[src/rtl/seq_mul_pkg.sv]
package seq_mul_pkg;
  typedef struct packed {
    logic load;
    logic step;
  } mulStrobes_t;
endpackage

[src/rtl/mul_ctrl.sv]
module mul_ctrl
  import seq_mul_pkg::*;
#(
  parameter int WIDTH = 32
) (
  input  logic        clk,
  input  logic        rstN,
  input  logic        start,
  output mulStrobes_t strobes,
  output logic        busy,
  output logic        done
);
  localparam int CNTW = $clog2(WIDTH + 1);
  localparam logic [CNTW-1:0] LAST = CNTW'(WIDTH - 1);

  logic [CNTW-1:0] stepCnt;
  logic            busyQ;
  logic            doneQ;

  always_comb begin
    strobes.load = start & ~busyQ;
    strobes.step = busyQ;
  end

  always_ff @(posedge clk) begin
    if (!rstN) begin
      busyQ   <= 1'b0;
      doneQ   <= 1'b0;
      stepCnt <= '0;
    end else begin
      doneQ <= 1'b0;
      if (strobes.load) begin
        busyQ   <= 1'b1;
        stepCnt <= '0;
      end else if (busyQ) begin
        stepCnt <= stepCnt + 1'b1;
        if (stepCnt == LAST) begin
          busyQ <= 1'b0;
          doneQ <= 1'b1;
        end
      end
    end
  end

  assign busy = busyQ;
  assign done = doneQ;
endmodule

[src/rtl/mul_datapath.sv]
module mul_datapath
  import seq_mul_pkg::*;
#(
  parameter int WIDTH = 32
) (
  input  logic             clk,
  input  logic             rstN,
  input  mulStrobes_t      strobes,
  input  logic             signedMode,
  input  logic [WIDTH-1:0] mcandIn,
  input  logic [WIDTH-1:0] mplierIn,
  output logic [WIDTH-1:0] prodHi,
  output logic [WIDTH-1:0] prodLo
);
  localparam int PW = 2 * WIDTH;

  logic [WIDTH-1:0] mcandQ;
  logic             mcandExtQ;
  logic             signQ;
  logic [PW-1:0]    prodQ;

  // operand conditioning at load
  logic             negMplier;
  logic [WIDTH-1:0] mcandLoad;
  logic [WIDTH-1:0] mplierLoad;
  logic             extLoad;

  always_comb begin
    negMplier  = signedMode & mplierIn[WIDTH-1];
    mcandLoad  = negMplier ? (~mcandIn + 1'b1) : mcandIn;
    mplierLoad = negMplier ? (~mplierIn + 1'b1) : mplierIn;
    if (!signedMode)     extLoad = 1'b0;
    else if (negMplier)  extLoad = (mcandIn != '0) & ~mcandIn[WIDTH-1];
    else                 extLoad = mcandIn[WIDTH-1];
  end

  // one step: conditional add into the upper half, then shift right
  logic [WIDTH-1:0] upper;
  logic             upperExt;
  logic [WIDTH:0]   sum;
  logic [WIDTH:0]   nextUpper;
  logic [PW-1:0]    shifted;

  always_comb begin
    upper     = prodQ[PW-1:WIDTH];
    upperExt  = signQ & upper[WIDTH-1];
    sum       = {upperExt, upper} + {mcandExtQ, mcandQ};
    nextUpper = prodQ[0] ? sum : {upperExt, upper};
    shifted   = {nextUpper, prodQ[WIDTH-1:1]};
  end

  always_ff @(posedge clk) begin
    if (!rstN) begin
      mcandQ    <= '0;
      mcandExtQ <= 1'b0;
      signQ     <= 1'b0;
      prodQ     <= '0;
    end else if (strobes.load) begin
      mcandQ    <= mcandLoad;
      mcandExtQ <= extLoad;
      signQ     <= signedMode;
      prodQ     <= {{WIDTH{1'b0}}, mplierLoad};
    end else if (strobes.step) begin
      prodQ <= shifted;
    end
  end

  assign prodHi = prodQ[PW-1:WIDTH];
  assign prodLo = prodQ[WIDTH-1:0];
endmodule

[src/rtl/seq_mul.sv]
module seq_mul
  import seq_mul_pkg::*;
#(
  parameter int WIDTH = 32
) (
  input  logic             clk,
  input  logic             rstN,
  input  logic             start,
  input  logic             signedMode,
  input  logic [WIDTH-1:0] mcandIn,
  input  logic [WIDTH-1:0] mplierIn,
  output logic             busy,
  output logic             done,
  output logic [WIDTH-1:0] prodHi,
  output logic [WIDTH-1:0] prodLo
);
  mulStrobes_t strobes;

  mul_ctrl #(.WIDTH(WIDTH)) u_ctrl (
    .clk     (clk),
    .rstN    (rstN),
    .start   (start),
    .strobes (strobes),
    .busy    (busy),
    .done    (done)
  );

  mul_datapath #(.WIDTH(WIDTH)) u_dp (
    .clk        (clk),
    .rstN       (rstN),
    .strobes    (strobes),
    .signedMode (signedMode),
    .mcandIn    (mcandIn),
    .mplierIn   (mplierIn),
    .prodHi     (prodHi),
    .prodLo     (prodLo)
  );
endmodule

[config.mk]
export PLATFORM = sky130hd
export DESIGN_NAME = seq_mul
export DESIGN_NICKNAME = d
export VERILOG_FILES = /design/src/rtl/seq_mul_pkg.sv /design/src/rtl/mul_ctrl.sv /design/src/rtl/mul_datapath.sv /design/src/rtl/seq_mul.sv
export SDC_FILE = /design/constraint.sdc
export NUM_CORES = 1
export LEC_CHECK = 0
export BUFFER_PORTS_ARGS = -buffer_cell sky130_fd_sc_hd__buf_2
export CORE_UTILIZATION = 50
export CTS_BUF_LIST = sky130_fd_sc_hd__clkbuf_8
export DETAILED_ROUTE_END_ITERATION = 8
export PLACE_DENSITY = 0.82
export SKIP_LAST_GASP = 1
export SLEW_MARGIN = 20
export SYNTH_ARGS = -nofsm -noshare
export SYNTH_HDL_FRONTEND = slang
export SYNTH_SLANG_ARGS = --single-unit
export TNS_END_PERCENT = 5
[constraint.sdc]
create_clock -name clk -period 4.45 [get_ports clk]
set_input_delay 0.89 -clock clk [delete_from_list [all_inputs] [get_ports clk]]
set_output_delay 0.89 -clock clk [all_outputs]
set_load 0.1 [all_outputs]
==> run_results.csv <==
group,metric,value,unit
detailed_routing,vias_per_cell,5.91,
timing,tightest_slew,919,ps
pwr,p_leak,3.52,nW
floorplan,coreArea,14100,sq um
setup_path,cp.required,4710,ps
logic_synthesis,yosys_warnings,0,
detailed_routing,vias,7159,
pwr,power_density,302,nW/um^2
run_status,status,"finished clean",
setup_path,crit_type,"reg -> reg",
logic_synthesis,synth_ff_type,"dfxtp_1",
pwr,ir_drop,0.233,mV
placed_design,place_area,8040,sq um
cells_and_area,diodes,0,
setup_path,r2r_slack,1370,ps
grt,gr-usage-all-layers,0.264,
clock_network,cts_setup_buffers,0,
detailed_routing,ant_nets,0,
floorplan,die_w,123,microns
floorplan,dieArea,15200,sq um
timing,relSlewSlack,0.386,
grt,overflow,0,
clock_network,root_buffer,"clkbuf_8",
cells_and_area,final_util,0.581,
logic_synthesis,async_flop_share,0,
logic_synthesis,synth_nets,1040,
grt,first_global_vias,6433,
setup_path,ff2ff_path_depth,10,
logic_synthesis,syn_area,7370,sq um
timing,slew_viol_final,0,
worst_hold_path,hp-start,"u_dp.mcandQ[31]",
clock_network,numCtsBuffers,9,
placed_design,dp_hpwl,14.3,mm
clock_network,worstSkewPairLatency,390,ps
floorplan,start_util,0.521,
detailed_routing,wl_per_cell,15.8,microns
cells_and_area,final_area,8220,sq um
logic_synthesis,synth-seq-cells,106,
setup_path,end_kind,"register",
setup_path,rr_startpoint,"u_dp.prodQ[33]",
placed_design,io_buffers,133,
detailed_routing,drc,0,
detailed_routing,first_pass_iters,7,
run,cap_viol_max_count,0,
grt,antenna_found_initial,2,
clock_network,ctsHtreeMaxLevel,3,
timing,fmax,324,MHz
timing,fin_crit,3080,ps
cells_and_area,final-instance-count-excl-fill,1211,
worst_hold_path,min_path_type,"reg -> reg",
setup_path,worst_setup_path_start_kind,"register",
timing,finalHoldViolCount,0,
detailed_routing,drt_iter0_drc,379,
cells_and_area,areaGrowthSynthToFinish,11.6,%
setup_path,worstPathMaxFanout,5,
timing,worst_slack,1370,ps
cells_and_area,nets,1130,
floorplan,rows,43,
clock_network,postCtsHoldBufs,0,
setup_path,crit_arrival,3340,ps
detailed_routing,finalWirelength,19.2,mm
timing,setup_tns,0,ps
floorplan,ios,134,
setup_path,r2r-end,"u_dp.prodQ[60]",
timing,rsz0062_at_grt,"false",
clock_network,cts_tree,"yes",
worst_hold_path,whs_endpoint,"u_dp.mcandQ[31]",
logic_synthesis,syn_inst,936,
grt,grt_pass1_wl,31.5,mm
logic_synthesis,synth.distinct_cells,71,
cells_and_area,layout-drive-gt1-share,0.181,
timing,fin_skew,9.13,ps
clock_network,clkSinkCount,106,
floorplan,die_height,123,microns
placed_design,post-place-ws,1120,ps
timing,finalSetupViolCount,0,
timing,min_period_over_period,0.693,
logic_synthesis,synth_area_per_cell,7.87,sq um
cells_and_area,final_cell_mix,"buf_2, nor2_1, a21oi_1, dfxtp_1",
placed_design,place_inst,1195,
logic_synthesis,synth_edf_count,0,
grt,grt_max_degree,89,
placed_design,gp_congestion,0.926,
clock_network,clock_path_buffers,2,
clock_network,ctsResizeCount,0,
logic_synthesis,ys_seq_area_frac,0.288,
clock_network,clk_pin_slew,100,ps
worst_hold_path,min_path_cells,2,
cells_and_area,layout_commonest_cell,"buf_2",
-- per-layer routing --
| metal | share of wire | vias to the layer above | GRT usage | routed length, microns |
|---|---|---|---|---|
| met5 | 0.00068 | - | 0 | 13 |
| met4 | 0.024 | 2 | 0.107 | 455 |
| met3 | 0.073 | 36 | 0.0572 | 1410 |
| met2 | 0.45 | 259 | 0.418 | 8640 |
| met1 | 0.45 | 3276 | 0.347 | 8680 |
| li1 | - | 3586 | - | - |
-- report_power, final --
group	total [mW]	leakage [nW]	switching (mW)	internal [mW]
logic	0.836	2.56	0.604	0.231
clock network	0.567	0.0882	0.348	0.219
registers	1.08	0.872	0.0643	1.01
-- layout make-up --
class	count	area, sq um
well taps	180	225
multi-input cells	757	4920
inverters	11	41.3
clock inverters	6	42.5
flip-flops and latches	106	2130
repair buffers	141	726
clock buffers	10	138
fillers	1355	5930
-- worst max-delay path by stage --
stage / cells after the start / slack (ps) / to / start
after floorplan: 11 / 1160 / u_dp.prodQ[63] / u_dp.prodQ[32]
after global placement: 11 / 1270 / u_dp.mcandQ[30] / mcandIn[0]
after detailed placement: 11 / 1120 / u_dp.mcandQ[30] / mcandIn[0]
after CTS: 2 / 1350 / busy / u_ctrl.busy
after global routing: 5 / 1140 / u_dp.prodQ[63] / u_ctrl.busy
final: 10 / 1370 / u_dp.prodQ[60] / u_dp.prodQ[33]
-- cell usage after synthesis (all sizes together), types with 8 or more instances --
library cell | count | area, sq um
nor3 | 15 | 103
ha | 35 | 438
nand2 | 60 | 228
nor2 | 125 | 469
a211oi | 52 | 395
xor2 | 44 | 385
o21ai | 63 | 319
a21oi | 124 | 632
a21o | 22 | 165
xnor2 | 37 | 324
nor4 | 9 | 62.6
inv | 11 | 41.3
nor2b | 9 | 56.3
clkbuf | 49 | 184
o211ai | 9 | 77.6
dfxtp | 106 | 2120
buf | 12 | 98.8
nand4 | 9 | 56.3
or3 | 15 | 104
a311oi | 13 | 114
mux2i | 27 | 270
o31ai | 8 | 65.1
-- stage by stage --
| step | power (mW) | hold WS (ps) |
|---|---|---|
| after floorplan | 1.75 | 436 |
| after global placement | 1.92 | 448 |
| after detailed placement | 1.93 | 458 |
| after CTS | 2.50 | 472 |
| after global routing | 2.62 | 497 |
| final | 2.48 | 474 |
-- sequential cells by signal, indices dropped and copies added, names as in the netlist --
register and flops:
u_ctrl.done 1, u_dp.prodQ 64, u_dp.mcandExtQ 1, u_dp.mcandQ 32, u_ctrl.stepCnt 6, u_dp.signQ 1
u_ctrl.busy 1
-- critical path, cell delays in order, from the launching register on --
cell	delay, ps
dfxtp_1	460
ha_1	290
a211oi_1	290
o21bai_1	190
o2111ai_1	330
a21boi_1	190
o21a_1	220
nor3_1	530
o31ai_1	210
xnor2_1	180
a21oi_1	80
-- cells by family (layout without fill, tap and decap cells) --
family,Yosys count,after routing,share of synthesized area
buf+inv,73,168,0.0454
fa+ha+maj,36,36,0.0622
flops,106,106,0.288
simple gates,289,289,0.191
mux,28,28,0.0382
compound gates,323,323,0.279
xor+xnor,81,81,0.0963
Note: power is estimated with default switching activity, not from simulation.
